$ cat src/rtl/asram_pkg.sv
package asram_pkg;

  typedef enum logic [2:0] {
    ST_IDLE,
    ST_RD,
    ST_TURN,
    ST_WPULSE,
    ST_WHOLD,
    ST_DONE
  } seq_state_t;

  // whole clocks covering t_ps, never fewer than one
  function automatic int cycles_for(input int t_ps, input int clk_ps);
    int c;
    c = (t_ps + clk_ps - 1) / clk_ps;
    if (c < 1) c = 1;
    return c;
  endfunction

  function automatic int imax(input int a, input int b);
    return (a > b) ? a : b;
  endfunction

endpackage

$ cat src/rtl/asram_tick.sv
module asram_tick #(
  parameter int W = 2
) (
  input  logic         clk,
  input  logic         rst_n,
  input  logic         load,
  input  logic [W-1:0] load_val,
  output logic         expired
);

  logic [W-1:0] cnt_q;
  logic [W-1:0] cnt_d;

  always_comb begin
    cnt_d = cnt_q;
    if (load) begin
      cnt_d = load_val;
    end else if (cnt_q != '0) begin
      cnt_d = cnt_q - 1'b1;
    end
  end

  always_ff @(posedge clk or negedge rst_n) begin
    if (!rst_n) begin
      cnt_q <= '0;
    end else begin
      cnt_q <= cnt_d;
    end
  end

  assign expired = (cnt_q == '0);

endmodule

$ cat src/rtl/asram_seq.sv
module asram_seq
  import asram_pkg::*;
#(
  parameter int RD_CYC   = 2,
  parameter int WP_CYC   = 2,
  parameter int TURN_CYC = 1,
  parameter int CNT_W    = 2
) (
  input  logic             clk,
  input  logic             rst_n,
  input  logic             req_valid,
  input  logic             req_write,
  input  logic             tmr_expired,
  output logic             tmr_load,
  output logic [CNT_W-1:0] tmr_val,
  output logic             accept,
  output logic             capture,
  output logic             ack,
  output logic             ce_n,
  output logic             oe_n,
  output logic             we_n,
  output logic             dq_oe
);

  localparam logic [CNT_W-1:0] RD_LD   = CNT_W'(RD_CYC - 1);
  localparam logic [CNT_W-1:0] WP_LD   = CNT_W'(WP_CYC - 1);
  localparam logic [CNT_W-1:0] TURN_LD = CNT_W'(TURN_CYC - 1);

  seq_state_t state_q, state_d;
  logic ce_q, oe_q, we_q, dqoe_q, ack_q;
  logic ce_d, oe_d, we_d, dqoe_d, ack_d;

  // next state and phase-counter control
  always_comb begin
    state_d  = state_q;
    tmr_load = 1'b0;
    tmr_val  = '0;
    accept   = 1'b0;
    capture  = 1'b0;
    unique case (state_q)
      ST_IDLE: begin
        if (req_valid) begin
          accept   = 1'b1;
          tmr_load = 1'b1;
          if (req_write) begin
            state_d = ST_TURN;
            tmr_val = TURN_LD;
          end else begin
            state_d = ST_RD;
            tmr_val = RD_LD;
          end
        end
      end
      ST_RD: begin
        if (tmr_expired) begin
          capture = 1'b1;
          state_d = ST_DONE;
        end
      end
      ST_TURN: begin
        if (tmr_expired) begin
          tmr_load = 1'b1;
          tmr_val  = WP_LD;
          state_d  = ST_WPULSE;
        end
      end
      ST_WPULSE: begin
        if (tmr_expired) begin
          state_d = ST_WHOLD;
        end
      end
      ST_WHOLD: state_d = ST_DONE;
      ST_DONE:  state_d = ST_IDLE;
      default:  state_d = ST_IDLE;
    endcase
  end

  // pin levels decoded from the next state, so the pins change glitch-free with the state register
  always_comb begin
    ce_d   = !((state_d == ST_RD) || (state_d == ST_TURN) ||
               (state_d == ST_WPULSE) || (state_d == ST_WHOLD));
    oe_d   = (state_d != ST_RD);
    we_d   = (state_d != ST_WPULSE);
    dqoe_d = (state_d == ST_WPULSE) || (state_d == ST_WHOLD);
    ack_d  = (state_d == ST_DONE);
  end

  always_ff @(posedge clk or negedge rst_n) begin
    if (!rst_n) begin
      state_q <= ST_IDLE;
      ce_q    <= 1'b1;
      oe_q    <= 1'b1;
      we_q    <= 1'b1;
      dqoe_q  <= 1'b0;
      ack_q   <= 1'b0;
    end else begin
      state_q <= state_d;
      ce_q    <= ce_d;
      oe_q    <= oe_d;
      we_q    <= we_d;
      dqoe_q  <= dqoe_d;
      ack_q   <= ack_d;
    end
  end

  assign ce_n  = ce_q;
  assign oe_n  = oe_q;
  assign we_n  = we_q;
  assign dq_oe = dqoe_q;
  assign ack   = ack_q;


  wp_timer_chk: assert property (@(posedge clk) disable iff (!rst_n)
    (state_q == ST_WPULSE && !tmr_expired) |=> (state_q == ST_WPULSE));


  capture_in_read_chk: assert property (@(posedge clk) disable iff (!rst_n)
    capture |-> (!ce_n && !oe_n && we_n));

endmodule

$ cat src/rtl/asram_dpath.sv
module asram_dpath #(
  parameter int ADDR_W = 19,
  parameter int DATA_W = 8
) (
  input  logic              clk,
  input  logic              rst_n,
  input  logic              accept,
  input  logic              capture,
  input  logic [ADDR_W-1:0] req_addr,
  input  logic [DATA_W-1:0] req_wdata,
  input  logic [DATA_W-1:0] mem_dq_in,
  output logic [ADDR_W-1:0] mem_addr,
  output logic [DATA_W-1:0] mem_dq_out,
  output logic [DATA_W-1:0] rd_data,
  output logic              rd_valid
);

  logic [ADDR_W-1:0] addr_q;
  logic [DATA_W-1:0] wdata_q;
  logic [DATA_W-1:0] rdata_q;
  logic              rvalid_q;

  // request fields, enabled by accept
  always_ff @(posedge clk or negedge rst_n) begin
    if (!rst_n) begin
      addr_q  <= '0;
      wdata_q <= '0;
    end else if (accept) begin
      addr_q  <= req_addr;
      wdata_q <= req_wdata;
    end
  end

  // load capture, enabled by capture
  always_ff @(posedge clk or negedge rst_n) begin
    if (!rst_n) begin
      rdata_q <= '0;
    end else if (capture) begin
      rdata_q <= mem_dq_in;
    end
  end

  always_ff @(posedge clk or negedge rst_n) begin
    if (!rst_n) begin
      rvalid_q <= 1'b0;
    end else begin
      rvalid_q <= capture;
    end
  end

  assign mem_addr   = addr_q;
  assign mem_dq_out = wdata_q;
  assign rd_data    = rdata_q;
  assign rd_valid   = rvalid_q;

endmodule

$ cat src/rtl/asram_port.sv
module asram_port
  import asram_pkg::*;
#(
  parameter int ADDR_W    = 19,
  parameter int DATA_W    = 8,
  parameter int CLK_PS    = 8000,
  parameter int T_RC_PS   = 12000,
  parameter int T_AA_PS   = 12000,
  parameter int T_WP_PS   = 9000,
  parameter int T_AW_PS   = 9000,
  parameter int T_DS_PS   = 6000,
  parameter int T_TURN_PS = 5000
) (
  input  logic              clk,
  input  logic              rst_n,
  input  logic              req_valid,
  input  logic              req_write,
  input  logic [ADDR_W-1:0] req_addr,
  input  logic [DATA_W-1:0] req_wdata,
  output logic              req_ack,
  output logic [DATA_W-1:0] rd_data,
  output logic              rd_valid,
  output logic              mem_ce_n,
  output logic              mem_oe_n,
  output logic              mem_we_n,
  output logic [ADDR_W-1:0] mem_addr,
  output logic [DATA_W-1:0] mem_dq_out,
  output logic              mem_dq_oe,
  input  logic [DATA_W-1:0] mem_dq_in
);

  localparam int RD_CYC   = imax(cycles_for(T_RC_PS, CLK_PS), cycles_for(T_AA_PS, CLK_PS));
  localparam int WP_CYC   = imax(cycles_for(T_WP_PS, CLK_PS),
                                 imax(cycles_for(T_AW_PS, CLK_PS), cycles_for(T_DS_PS, CLK_PS)));
  localparam int TURN_CYC = cycles_for(T_TURN_PS, CLK_PS);
  localparam int MAX_CYC  = imax(RD_CYC, imax(WP_CYC, TURN_CYC));
  localparam int CNT_W    = $clog2(MAX_CYC + 1);

  logic             tmr_load;
  logic [CNT_W-1:0] tmr_val;
  logic             tmr_expired;
  logic             accept;
  logic             capture;

  asram_tick #(.W(CNT_W)) u_tick (
    .clk      (clk),
    .rst_n    (rst_n),
    .load     (tmr_load),
    .load_val (tmr_val),
    .expired  (tmr_expired)
  );

  asram_seq #(
    .RD_CYC   (RD_CYC),
    .WP_CYC   (WP_CYC),
    .TURN_CYC (TURN_CYC),
    .CNT_W    (CNT_W)
  ) u_seq (
    .clk         (clk),
    .rst_n       (rst_n),
    .req_valid   (req_valid),
    .req_write   (req_write),
    .tmr_expired (tmr_expired),
    .tmr_load    (tmr_load),
    .tmr_val     (tmr_val),
    .accept      (accept),
    .capture     (capture),
    .ack         (req_ack),
    .ce_n        (mem_ce_n),
    .oe_n        (mem_oe_n),
    .we_n        (mem_we_n),
    .dq_oe       (mem_dq_oe)
  );

  asram_dpath #(.ADDR_W(ADDR_W), .DATA_W(DATA_W)) u_dpath (
    .clk        (clk),
    .rst_n      (rst_n),
    .accept     (accept),
    .capture    (capture),
    .req_addr   (req_addr),
    .req_wdata  (req_wdata),
    .mem_dq_in  (mem_dq_in),
    .mem_addr   (mem_addr),
    .mem_dq_out (mem_dq_out),
    .rd_data    (rd_data),
    .rd_valid   (rd_valid)
  );


  oe_high_in_write_chk: assert property (@(posedge clk) disable iff (!rst_n)
    !mem_we_n |-> mem_oe_n);


  drv_after_oe_chk: assert property (@(posedge clk) disable iff (!rst_n)
    mem_dq_oe |-> (mem_oe_n && $past(mem_oe_n)));


  drv_release_chk: assert property (@(posedge clk) disable iff (!rst_n)
    $rose(mem_we_n) |-> mem_dq_oe ##1 !mem_dq_oe);


  addr_hold_chk: assert property (@(posedge clk) disable iff (!rst_n)
    (!mem_ce_n && !$past(mem_ce_n)) |-> $stable(mem_addr));


  rvalid_with_ack_chk: assert property (@(posedge clk) disable iff (!rst_n)
    rd_valid |-> req_ack);


  ack_single_chk: assert property (@(posedge clk) disable iff (!rst_n)
    req_ack |=> !req_ack);


  ack_deselect_chk: assert property (@(posedge clk) disable iff (!rst_n)
    req_ack |-> mem_ce_n);

endmodule

$ cat config.mk
export PLATFORM = sky130hd
export DESIGN_NAME = asram_port
export DESIGN_NICKNAME = d
export VERILOG_FILES = /design/src/rtl/asram_pkg.sv /design/src/rtl/asram_tick.sv /design/src/rtl/asram_seq.sv /design/src/rtl/asram_dpath.sv /design/src/rtl/asram_port.sv
export SDC_FILE = /design/constraint.sdc
export NUM_CORES = 1
export LEC_CHECK = 0
export BUFFER_PORTS_ARGS = -buffer_cell sky130_fd_sc_hd__clkbuf_2
export CORE_MARGIN = 5
export CORE_UTILIZATION = 50
export CTS_CLUSTER_DIAMETER = 100
export DETAILED_ROUTE_END_ITERATION = 8
export HOLD_SLACK_MARGIN = 0.02
export PLACE_DENSITY = 0.84
export SETUP_SLACK_MARGIN = 0.1
export SYNTH_ARGS = -nofsm -noshare
export SYNTH_HDL_FRONTEND = slang
export SYNTH_SLANG_ARGS = --single-unit
$ cat constraint.sdc
create_clock -name clk -period 4.3 [get_ports clk]
set_input_delay 0.215 -clock clk [delete_from_list [all_inputs] [get_ports clk]]
set_output_delay 0.215 -clock clk [all_outputs]
set_load 0.005 [all_outputs]
# After elaboration in Yosys (flattened, before gate mapping)
# Index checks and enable logic that the tools add are counted.
[totals]
regBits = 46
in_bits = 39
out_inout_bits = 41
wordCells = 49
[op_classes]
addsub = 1
n_eq_ne = 11
mux = 17
reduce_logical = 9
[op_table]
columns = ["op", "n"]
rows = [
  ["one-hot mux 3 bit (5 select lines)", 1],
  ["equality test 3 x 2 -> 1 bit, second input constant", 4],
  ["2-to-1 mux 3 bit", 4],
  ["equality test 3 bit, second input constant", 3],
  ["2-to-1 mux 2 bit", 4],
  ["equality test 3 x 1 -> 1 bit, second input constant", 2],
  ["2-to-1 mux 1 bit", 6],
  ["logical OR 1 bit", 4],
  ["one-hot mux 2 bit (2 select lines)", 1],
  ["nonzero test 2 bit", 2],
  ["logical NOT 3 bit", 1],
  ["!= test 3 x 1 -> 1 bit, second input constant", 1],
  ["!= test 3 x 2 -> 1 bit, second input constant", 1],
  ["logical NOT 2 bit", 1],
  ["one-hot mux 1 bit (2 select lines)", 1],
  ["subtractor 2 x 1 -> 2 bit, second input constant", 1],
  ["logical NOT 1 bit", 1],
]

# Longest topological paths before layout
# Gate-level depths: netlist of the first run.
[logic_depth]
ltp_word = 8
mapped_depth = 6
ltp_nobuf = 5

# By module
# Synthesis of the first run repeated with hierarchy kept, for this count alone.
[hier_totals]
hier_cells = 130
area_unflattened_um2 = 1973.1
[modules_own_cells]
columns = ["mod", "n_inst", "cells_each", "area_each_um2", "seq_area_each_um2"]
rows = [
  ["asram_dpath", 1, 75, 1426.4, 900.9],
  ["asram_seq", 1, 43, 432.9, 203.9],
  ["asram_tick", 1, 12, 113.9, 50.0],
]

# Worst setup path before layout of the first run
# OpenSTA, ideal clock, no wires.
[synth_path]
path_kind = "register -> register"
startpoint = "register u_tick.cnt_q[0]"
endpoint = "register u_tick.cnt_q[0]"
setup_ns = 0.131
t_arrival_ns = 1.280
required_ns = 4.169
setup_slack_ns = 2.889
path_stages_with_launch = 6
path_buffers = 1
synth_period_minus_slack_ns = 1.411
cell_sequence = "dfrtp_1 inv_1 ha_1 clkbuf_1 nor3_1 or3_1"
[synth_between]
elab_chain_len = 4
elab_cells_between_ends = 10
classes_between = "1 x add/sub; 6 x mux; 3 x reduce/logical"
[synth_lines]
columns = ["item", "line", "text"]
rows = [
  ["start, declared", "asram_tick.sv:11", "logic [W-1:0] cnt_q;"],
  ["start signal, assigned", "asram_tick.sv:27", "cnt_q <= cnt_d;"],
  ["logical NOT 2 bit", "asram_tick.sv:31", "assign expired = (cnt_q == '0);"],
  ["2-to-1 mux 1 bit", "asram_seq.sv:61", "if (tmr_expired) begin"],
  ["one-hot mux 2 bit (2 select lines) or one-hot mux 1 bit (2 select lines) (tied branches)", "asram_seq.sv:40", "unique case (state_q)"],
  ["2-to-1 mux 2 bit or nonzero test 2 bit (tied branches)", "n/a", ""],
]
# Parallel ways exist; a longest one is shown, timed or not. The select of a mux whose other input is x is not followed.
# A chain may end at the register's enable or synchronous reset.

# Worst setup path in the final report of the first run
[layout_path]
startpoint = "register u_seq.state_q[0]"
endpoint = "register u_tick.cnt_q[0]"
[layout_between]
elab_chain_len = 3
elab_cells_between_ends = 6
classes_between = "1 x eq/ne; 3 x mux; 2 x reduce/logical"
[layout_lines]
columns = ["item", "line", "text"]
rows = [
  ["start, declared", "asram_seq.sv:29", "seq_state_t state_q, state_d;"],
  ["start signal, assigned", "asram_seq.sv:97", "state_q <= state_d;"],
  ["equality test 3 x 2 -> 1 bit or logical NOT 3 bit (tied branches)", "asram_seq.sv:40", ""],
  ["one-hot mux 2 bit (2 select lines) or one-hot mux 1 bit (2 select lines) (tied branches)", "asram_seq.sv:40", ""],
  ["2-to-1 mux 2 bit or nonzero test 2 bit (tied branches)", "n/a", ""],
]
# Parallel ways exist; a longest one is shown, timed or not.

==> results of run 1 <==
==> stage by stage <==
stage / setup WS (ns) / hold WS [ns]
6_report: 2.20 / 0.113
5_1_grt: 2.04 / 0.147
4_1_cts: 2.17 / 0.142
3_5_place_dp: 2.17 / 0.450
3_3_place_gp: 2.25 / 0.448
2_1_floorplan: 2.89 / -0.0806
==> where the power goes <==
part | internal (mW) | switching (mW) | leakage (nW) | total (mW)
Clock | 0.113 | 0.130 | 0.0450 | 0.243
Sequential | 0.657 | 0.132 | 0.548 | 0.789
Combinational | 0.381 | 0.268 | 0.579 | 0.650
==> worst max-delay path by stage <==
| stage | cells past startpoint | slack (ns) | end |
|---|---|---|---|
| detailed placement | 4 | 2.17 | u_tick.cnt_q[0] |
| global placement | 4 | 2.25 | u_tick.cnt_q[0] |
| floorplan | 5 | 2.89 | u_tick.cnt_q[0] |
| CTS | 4 | 2.17 | u_tick.cnt_q[0] |
| global route | 4 | 2.04 | u_tick.cnt_q[0] |
| finish | 4 | 2.20 | u_tick.cnt_q[0] |
==> layout make-up <==
type | instances | area, um2 | area share (%)
clock buffers | 6 | 72.6 | 3.10
clock inverters | 2 | 10.0 | 0.428
inverters | 4 | 15.0 | 0.642
multi-input cells | 69 | 624 | 26.7
flip-flops and latches | 46 | 1150 | 49.4
well taps | 48 | 60.1 | 2.57
repair buffers | 80 | 403 | 17.2
==> layer usage <==
metal | global-route usage, % | vias up
met2 | 23.5 | 43
met4 | 5.11 | 0
met3 | 4.46 | 4
li1 | - | 597
met5 | 0 | -
met1 | 19.8 | 584
==> synth_stat cells (all sizes together) (2+ instances only) <==
library cell   n
nor2           5
dfstp          3
nor2b          4
a21oi          3
o21a           2
o21ai          2
mux2          35
nand2b         2
dfrtp         43
inv            4
nand3          2
buf            6
==> worst register-to-register path, stage by stage, from the launching register on <==
cell	delay, ns
dfrtp_1	0.52
nor4b_4	0.64
buf_4	0.40
mux2i_1	0.12
or3_1	0.30
==> kinds of logic after synthesis <==
logic type,Yosys count
and+or+nand+nor,19
AOI/OAI and AO/OA,12
muxes,36
buffers and inverters,11
xor gates and xnor gates,1
adders and majority gates,1
DFF,46
==> flip-flops by register name (all words and copies together) (netlist names), 2 cells and up <==
name / flops
u_dpath.mem_dq_out: 8
u_dpath.mem_addr: 19
u_tick.cnt_q: 2
u_dpath.rd_data: 8
u_seq.state_q: 3
==> impl_metrics.py, run 1 <==
metrics = {
    "global_route": {
        "antenna_found_initial": 0,
        "grt_pass1_vias": 1207,
        "grt_util_all_layers_pct": 14.9,
        "grt_pass1_wl_mm": 5.85,
        "grt_overflow_total": 0,
        "grt_max_degree": 47,
    },
    "critical_path": {
        "crit_required_ns": 4.47,
        "crit_path_start_kind": "register",
        "worst-r2r-cell-count": 4,
        "ff2ff_setup_slack_ns": 2.20,
        "crit_family": "simple AND/OR/NAND/NOR gates",
        "r2r_end": "u_tick.cnt_q[0]",
        "path_buf_inv": 1,
        "crit_slowest_cell": "nor4b_4",
        "worstPathCellList": "nor4b_4 -> buf_4 -> mux2i_1 -> or3_1",
        "critical_path_class": "register to register",
        "end_kind": "register",
        "cp.arrival_ns": 2.27,
        "cpPeakStageDelay_ns": 0.64,
        "rr_startpoint": "u_seq.state_q[0]",
        "crit_start": "u_seq.state_q[0]",
        "critPathMaxFanout": 22,
    },
    "sta": {
        "timing.setup.tns_ns": 0,
        "fin_crit_ns": 2.10,
        "slew_viol_final": 0,
        "skew_ns": 0.00517,
        "min_period_over_period_pct": 48.7,
        "hold_viol_final": 0,
        "setup_violations": 0,
        "grt_setup_unrepaired": "no",
        "worst_pin_slew_ns": 1.07,
        "max-slew-margin-rel_pct": 28.6,
        "timing.fmax_mhz": 477,
    },
    "detailed_routing": {
        "route.met2.wl_mm": 1.67,
        "num_vias": 1228,
        "routed_wl_mm": 3.45,
        "highest_layer": "met4",
        "drt_iter0_markers": 70,
        "vias_per_cell": 4.82,
        "wl_per_cell_um": 13.5,
        "route.detailed.drc": 0,
        "route.met3.wl_um": 292,
        "dr.pass1.iters": 3,
        "wl_met1_mm": 1.43,
        "ant_nets": 0,
    },
    "synth": {
        "syn-instance-count": 126,
        "syn-num-nets": 166,
        "synthTopCellsByArea": "dfrtp_1 (59%), mux2_2 (22%), dfstp_2 (4.3%)",
        "synthArstFlopShare_pct": 100,
        "synthAdderAreaFrac_pct": 0.684,
        "synth_compound_area_share_pct": 4.31,
        "yosysUniqueCellTypes": 28,
        "synth_top_family_by_area": "multiplexers",
        "synth_area_um2": 1830,
        "synth-seq-cells": 46,
        "avgSynthCellArea_um2": 14.5,
        "synth-simple-area-share_pct": 6.56,
        "seq_area_frac_synth_pct": 63.1,
        "synth_xor_area_share_pct": 0.478,
        "synth-edff-count": 0,
        "synth_top_area_share_pct": 58.8,
        "synth_flop_cell": "dfrtp_1",
        "synth_warnings": 0,
        "synth_mux_area_share_pct": 22.1,
        "yosysTopAreaCell": "dfrtp_1",
    },
    "cells_and_area": {
        "drive_gt1_share_pct": 61.4,
        "fin_area_um2": 2340,
        "most-common-layout-cells": "clkbuf_2 (79), dfrtp_1 (43), mux2_2 (35)",
        "final_common_cell": "clkbuf_2",
        "area.growth.synth_to_final_pct": 27.8,
        "antennaDiodeCount": 0,
        "nets": 246,
        "final_util_pct": 64.9,
        "final_cell_count_no_fill": 255,
        "fillers": 274,
    },
    "cts": {
        "path_clk_slew_ns": 0.07,
        "root_buffer": "clkbuf_8",
        "ctsResizeCount": 0,
        "postCtsHoldBufs": 0,
        "insertion_delay_ns": 0.29,
        "cts_tree": "yes",
        "htreeDepth": 2,
        "cts.sinks": 46,
        "post-cts-setup-buffers": 0,
        "cts_inserted_buffers": 5,
        "cts_buffer_depth": 2,
    },
    "placement": {
        "gp_congestion": 0.766,
        "dpl_cell_area_um2": 2260,
        "dp_hpwl_mm": 2.66,
        "port_buffers": 79,
        "placed_cells": 247,
    },
    "floorplanning": {
        "die-area_um2": 4970,
        "start_util_pct": 50.8,
        "rows": 22,
        "die_h_um": 70.5,
        "design.core.area_um2": 3610,
        "die_x_um": 70.5,
        "io_pins": 80,
    },
    "run": {
        "maxCapViolCount": 0,
    },
    "pwr": {
        "leakagePower_nw": 1.17,
        "peakVddDrop_mv": 0.283,
        "total_power_mw": 1.68,
        "power.density_nw_per_um2": 719,
    },
    "status": {
        "status": "completed",
    },
    "worst_hold_path": {
        "hold_path.class": "input port to async pin",
    },
}
(Power assumes the default switching activity.)
==> run 2, diff against run 1 <==
--- a/config.mk
+++ b/config.mk
@@ -7,11 +7,11 @@
 export LEC_CHECK = 0
 export BUFFER_PORTS_ARGS = -buffer_cell sky130_fd_sc_hd__clkbuf_2
 export CORE_MARGIN = 5
-export CORE_UTILIZATION = 50
+export CORE_UTILIZATION = 46
 export CTS_CLUSTER_DIAMETER = 100
 export DETAILED_ROUTE_END_ITERATION = 8
 export HOLD_SLACK_MARGIN = 0.02
-export PLACE_DENSITY = 0.84
+export PLACE_DENSITY = 0.78
 export SETUP_SLACK_MARGIN = 0.1
 export SYNTH_ARGS = -nofsm -noshare
 export SYNTH_HDL_FRONTEND = slang
==> constraint.sdc (replaced) <==
create_clock -name clk -period 2.1 [get_ports clk]
set_input_delay 0.105 -clock clk [delete_from_list [all_inputs] [get_ports clk]]
set_output_delay 0.105 -clock clk [all_outputs]
set_load 0.005 [all_outputs]
==> impl_metrics.py, run 2 (synthesis results as in run 1) <==
metrics = {
    "global_route": {
        "antenna_found_initial": 0,
        "grt_overflow_total": 0,
        "grt_max_degree": 47,
        "grt_pass1_vias": 1263,
        "grt_pass1_wl_mm": 5.40,
        "grt_util_all_layers_pct": 13.2,
    },
    "sta": {
        "setup_ws_ns": 0.297,
        "hold_viol_final": 0,
        "worst_pin_slew_ns": 0.548,
        "min_period_over_period_pct": 85.9,
        "max-slew-margin-rel_pct": 63.5,
        "setup_violations": 0,
        "slew_viol_final": 0,
        "skew_ns": 0.00672,
        "grt_setup_unrepaired": "no",
        "timing.setup.tns_ns": 0,
        "fin_crit_ns": 1.80,
        "whs_ns": 0.0352,
        "timing.fmax_mhz": 555,
    },
    "cells_and_area": {
        "multi_input_area_um2": 624,
        "area.growth.synth_to_final_pct": 30.3,
        "seq_area_um2": 1150,
        "final_common_cell": "clkbuf_2",
        "antennaDiodeCount": 0,
        "drive_gt1_share_pct": 61.1,
        "fillers": 309,
        "nets": 250,
        "largest_register_ffs": 19,
        "most-common-layout-cells": "clkbuf_2 (79), dfrtp_1 (43), mux2_2 (35)",
        "fin_area_um2": 2390,
    },
    "detailed_routing": {
        "routed_wl_mm": 3.33,
        "route.detailed.drc": 0,
        "drt_iter0_markers": 51,
        "dr.pass1.iters": 4,
        "num_vias": 1250,
        "ant_nets": 0,
        "vias_per_cell": 4.79,
        "wl_per_cell_um": 12.8,
    },
    "cts": {
        "root_buffer": "clkbuf_8",
        "cts_inserted_buffers": 5,
        "htreeDepth": 2,
        "cts_buffer_depth": 2,
        "path_clk_slew_ns": 0.08,
        "cts_tree": "yes",
        "ctsResizeCount": 0,
        "insertion_delay_ns": 0.29,
        "cts.sinks": 46,
    },
    "placement": {
        "gp_congestion": 0.733,
        "dpl_cell_area_um2": 2270,
        "port_buffers": 79,
        "dp_hpwl_mm": 2.52,
        "pre_cts_slack_ns": 0.298,
    },
    "floorplanning": {
        "die_x_um": 73.1,
        "start_util_pct": 46.4,
        "die_h_um": 73.1,
        "io_pins": 80,
        "design.core.area_um2": 3940,
        "die-area_um2": 5340,
        "rows": 23,
    },
    "critical_path": {
        "critical_path_class": "register to register",
        "r2r_end": "u_dpath.rd_data[0]",
        "ff2ff_setup_slack_ns": 0.30,
        "critPathMaxFanout": 12,
        "crit_path_start_kind": "register",
        "crit_required_ns": 2.28,
        "worst-r2r-cell-count": 4,
        "end_kind": "register",
        "cp.arrival_ns": 1.98,
        "rr_startpoint": "u_tick.cnt_q[0]",
    },
    "run": {
        "maxCapViolCount": 0,
    },
    "pwr": {
        "peakVddDrop_mv": 0.648,
        "power.density_nw_per_um2": 1450,
        "leakagePower_nw": 1.19,
    },
    "worst_hold_path": {
        "hold_path_end": "u_dpath.mem_addr[8]",
        "hold_start": "req_addr[8]",
        "hold_path.class": "input port to register",
        "min_delay_path_depth": 2,
    },
    "status": {
        "status": "completed",
    },
}
[run 2: changes by cell type in the layout (fill, tap and decap cells not counted)]
cell | previous run | this run
dlygate4sd3_1 | 0 | 2
clkinv_2 | 2 | 1
buf_4 | 1 | 3
clkbuf_8 | 5 | 6
[run 2: repair_timing]
| action | 4_1_cts | 5_1_grt |
|---|---|---|
| hold endpoints to repair | 43 | 1 |
| buffers inserted | 0 | 0 |
| hold buffers | 1 | 1 |
| endpoints found under the setup margin | 0 | 0 |
[run 2: stage by stage]
stage,power [mW],cells,utilization (%)
floorplan,2.41,126,-
global placement,2.94,251,57.7
detailed placement,2.98,251,57.7
CTS,3.52,260,60.3
global route,3.74,261,60.5
finish,3.46,261,60.5
[run 2: critical path, stage by stage (launching register included)]
cell,delay (ns)
dfrtp_1,0.39
inv_1,0.06
ha_1,0.38
and3_1,0.46
mux2_2,0.39
[run 2: power breakdown]
part           switching [mW]  internal (mW)  total (mW)  leakage [nW]
combinational           0.535          0.790        1.33         0.597
sequential              0.256           1.34        1.60         0.548
clock                   0.266          0.265       0.531        0.0482
[run 2: routing by layer]
layer  wire (um)  vias up  GRT usage, %
met5           0        -             0
met4          56        0          6.76
met3         462        7          5.51
met2        1470       62          20.7
met1        1340      576          15.6
li1            -      605             -
[run 2: final cells by class]
type                            instances  share of cell area, %
Clock inverter                          1                  0.210
Sequential cell                        46                   48.4
Tap cell                               50                   2.62
Inverter                                4                  0.629
Clock buffer                            7                   3.62
Timing Repair Buffer                   84                   18.4
Multi-Input combinational cell         69                   26.2
[run 2: how the worst max path moves through the flow]
stage	startpoint	end	slack, ns	depth (start not counted)
after floorplan	u_tick.cnt_q[0]	u_tick.cnt_q[0]	0.69	5
after detailed placement	u_tick.cnt_q[0]	u_dpath.rd_data[0]	0.30	4
final	u_tick.cnt_q[0]	u_dpath.rd_data[0]	0.30	4
after global routing	u_tick.cnt_q[0]	u_dpath.rd_data[0]	0.19	4
after CTS	u_tick.cnt_q[0]	u_dpath.rd_data[0]	0.28	4
after global placement	u_tick.cnt_q[0]	u_dpath.rd_data[1]	0.36	4
==> run 3, diff against run 2 <==
--- a/config.mk
+++ b/config.mk
@@ -6,13 +6,14 @@
 export NUM_CORES = 1
 export LEC_CHECK = 0
 export BUFFER_PORTS_ARGS = -buffer_cell sky130_fd_sc_hd__clkbuf_2
-export CORE_MARGIN = 5
-export CORE_UTILIZATION = 46
+export CORE_MARGIN = 1
+export CORE_UTILIZATION = 50
 export CTS_CLUSTER_DIAMETER = 100
 export DETAILED_ROUTE_END_ITERATION = 8
 export HOLD_SLACK_MARGIN = 0.02
-export PLACE_DENSITY = 0.78
+export PLACE_DENSITY = 0.84
 export SETUP_SLACK_MARGIN = 0.1
+export SLEW_MARGIN = 20
 export SYNTH_ARGS = -nofsm -noshare
 export SYNTH_HDL_FRONTEND = slang
 export SYNTH_SLANG_ARGS = --single-unit
==> constraint.sdc (replaced) <==
create_clock -name clk -period 2.27 [get_ports clk]
set_input_delay 0.1135 -clock clk [delete_from_list [all_inputs] [get_ports clk]]
set_output_delay 0.1135 -clock clk [all_outputs]
set_load 0.005 [all_outputs]
==> impl_metrics.py, run 3 (synthesis results as in run 1) <==
metrics = {
    "critical_path": {
        "crit_path_start_kind": "register",
        "critPathMaxFanout": 12,
        "ff2ff_setup_slack_ns": 0.37,
        "rr_startpoint": "u_tick.cnt_q[0]",
        "r2r_end": "u_dpath.rd_data[1]",
        "crit_required_ns": 2.49,
        "critical_path_class": "register to register",
        "end_kind": "register",
        "worst-r2r-cell-count": 4,
        "cp.arrival_ns": 2.12,
    },
    "cts": {
        "cts_inserted_buffers": 5,
        "cts_buffer_depth": 2,
        "cts_tree": "yes",
        "post-cts-setup-buffers": 0,
        "path_clk_slew_ns": 0.12,
        "htreeDepth": 2,
        "insertion_delay_ns": 0.33,
        "root_buffer": "clkbuf_4",
        "cts.sinks": 46,
    },
    "pwr": {
        "peakVddDrop_mv": 0.838,
        "switching_share_pct": 32.6,
        "power.density_nw_per_um2": 1190,
        "seqPwrFrac_pct": 47.1,
        "clkPwrFrac_pct": 11.8,
        "total_power_mw": 3.21,
        "comb_power_share_pct": 41.2,
        "switchingPower_mw": 1.04,
        "leakagePower_nw": 1.32,
        "intPower_mw": 2.16,
    },
    "detailed_routing": {
        "dr.pass1.iters": 4,
        "vias_per_cell": 4.96,
        "route.detailed.drc": 0,
        "drt_iter0_markers": 20,
        "ant_nets": 0,
        "num_vias": 1444,
        "routed_wl_mm": 4.00,
        "wl_per_cell_um": 13.7,
    },
    "global_route": {
        "grt_overflow_total": 0,
        "grt_max_degree": 45,
        "antenna_found_initial": 0,
        "grt_pass1_vias": 1473,
        "grt_pass1_wl_mm": 6.64,
        "grt_util_all_layers_pct": 22.4,
    },
    "floorplanning": {
        "io_pins": 80,
        "rows": 21,
        "die-area_um2": 3910,
        "design.core.area_um2": 3420,
        "start_util_pct": 53.6,
        "die_x_um": 62.5,
        "die_h_um": 62.5,
    },
    "cells_and_area": {
        "antennaDiodeCount": 0,
        "final_cell_count_no_fill": 291,
        "fin_area_um2": 2690,
        "drive_gt1_share_pct": 52.7,
        "largest_register_ffs": 19,
        "nets": 284,
        "area.growth.synth_to_final_pct": 47.0,
        "most-common-layout-cells": "clkbuf_2 (78), dfrtp_1 (43), dlygate4sd3_1 (36)",
        "final_common_cell": "clkbuf_2",
    },
    "sta": {
        "whs_ns": 0.0956,
        "max-slew-margin-rel_pct": 39.8,
        "min_period_over_period_pct": 83.5,
        "slew_viol_final": 0,
        "skew_ns": 0.00220,
        "hold_viol_final": 0,
        "grt_setup_unrepaired": "no",
        "worst_pin_slew_ns": 0.903,
        "timing.fmax_mhz": 527,
        "fin_crit_ns": 1.90,
        "timing.setup.tns_ns": 0,
        "setup_violations": 0,
    },
    "worst_hold_path": {
        "hold_start": "req_write",
        "hold_path.class": "input port to register",
        "min_delay_path_depth": 3,
        "hold_path_end": "u_seq.oe_n",
    },
    "run": {
        "maxCapViolCount": 0,
    },
    "placement": {
        "dpl_cell_area_um2": 2270,
        "dp_hpwl_mm": 2.49,
        "gp_congestion": 0.764,
        "placed_cells": 247,
        "port_buffers": 79,
    },
    "status": {
        "status": "completed",
    },
}
run 3: cell count changes in the layout (fill, tap and decap cells not counted):
cell / previous run / this run
dlygate4sd3_1: 2 / 36
clkbuf_4: 0 / 5
clkbuf_8: 6 / 1
clkbuf_2: 79 / 78
buf_2: 0 / 1
run 3: power by group through the flow:
stage          Clock, mW  Combinational [mW]  Sequential, mW
2_1_floorplan          0               0.736            1.49
6_report           0.377                1.32            1.51
3_5_place_dp           0                1.26            1.51
5_1_grt            0.423                1.45            1.56
4_1_cts            0.390                1.31            1.50
3_3_place_gp           0                1.20            1.48
run 3: through the flow:
stage	utilization, %	setup WS [ns]
final	78.8	0.374
after global routing	78.8	0.264
after CTS	78.5	0.419
after detailed placement	66.4	0.438
after global placement	66.4	0.569
after floorplan	-	0.859
run 3: per-layer routing:
metal	routed length, um	track usage [%]	vias up	part of all wire (%)
li1	-	-	674	-
met1	1540	23.8	691	38
met2	2170	42.7	67	54
met3	192	4.56	12	4.8
met4	95	9.01	0	2.4
met5	0	0	-	0
run 3: area by class of cell:
cell class	count	area, um2
clock buffers	7	55.1
clock inverters	1	5.00
fillers	200	726
inverters	4	15.0
multi-input cells	69	624
flip-flops and latches	46	1150
well taps	46	57.6
repair buffers	118	778
run 3: timing repair:
action,4_1_cts,5_1_grt
hold buffers,35,1
resized for setup,0,0
hold endpoints to repair,77,1
run 3: worst max-delay path by stage:
stage                    start                 end  cells after the start
4_1_cts        u_tick.cnt_q[0]  u_dpath.rd_data[0]                      4
2_1_floorplan  u_tick.cnt_q[0]     u_tick.cnt_q[0]                      5
5_1_grt        u_tick.cnt_q[0]  u_dpath.rd_data[1]                      4
6_report       u_tick.cnt_q[0]  u_dpath.rd_data[1]                      4
3_5_place_dp   u_tick.cnt_q[0]  u_dpath.rd_data[0]                      4
3_3_place_gp   u_tick.cnt_q[0]  u_dpath.rd_data[6]                      4
run 3: critical path, stage by stage (launching register included):
cell and delay (ns):
dfrtp_1 0.42, inv_1 0.08, ha_1 0.40, and3_1 0.49, mux2_2 0.41
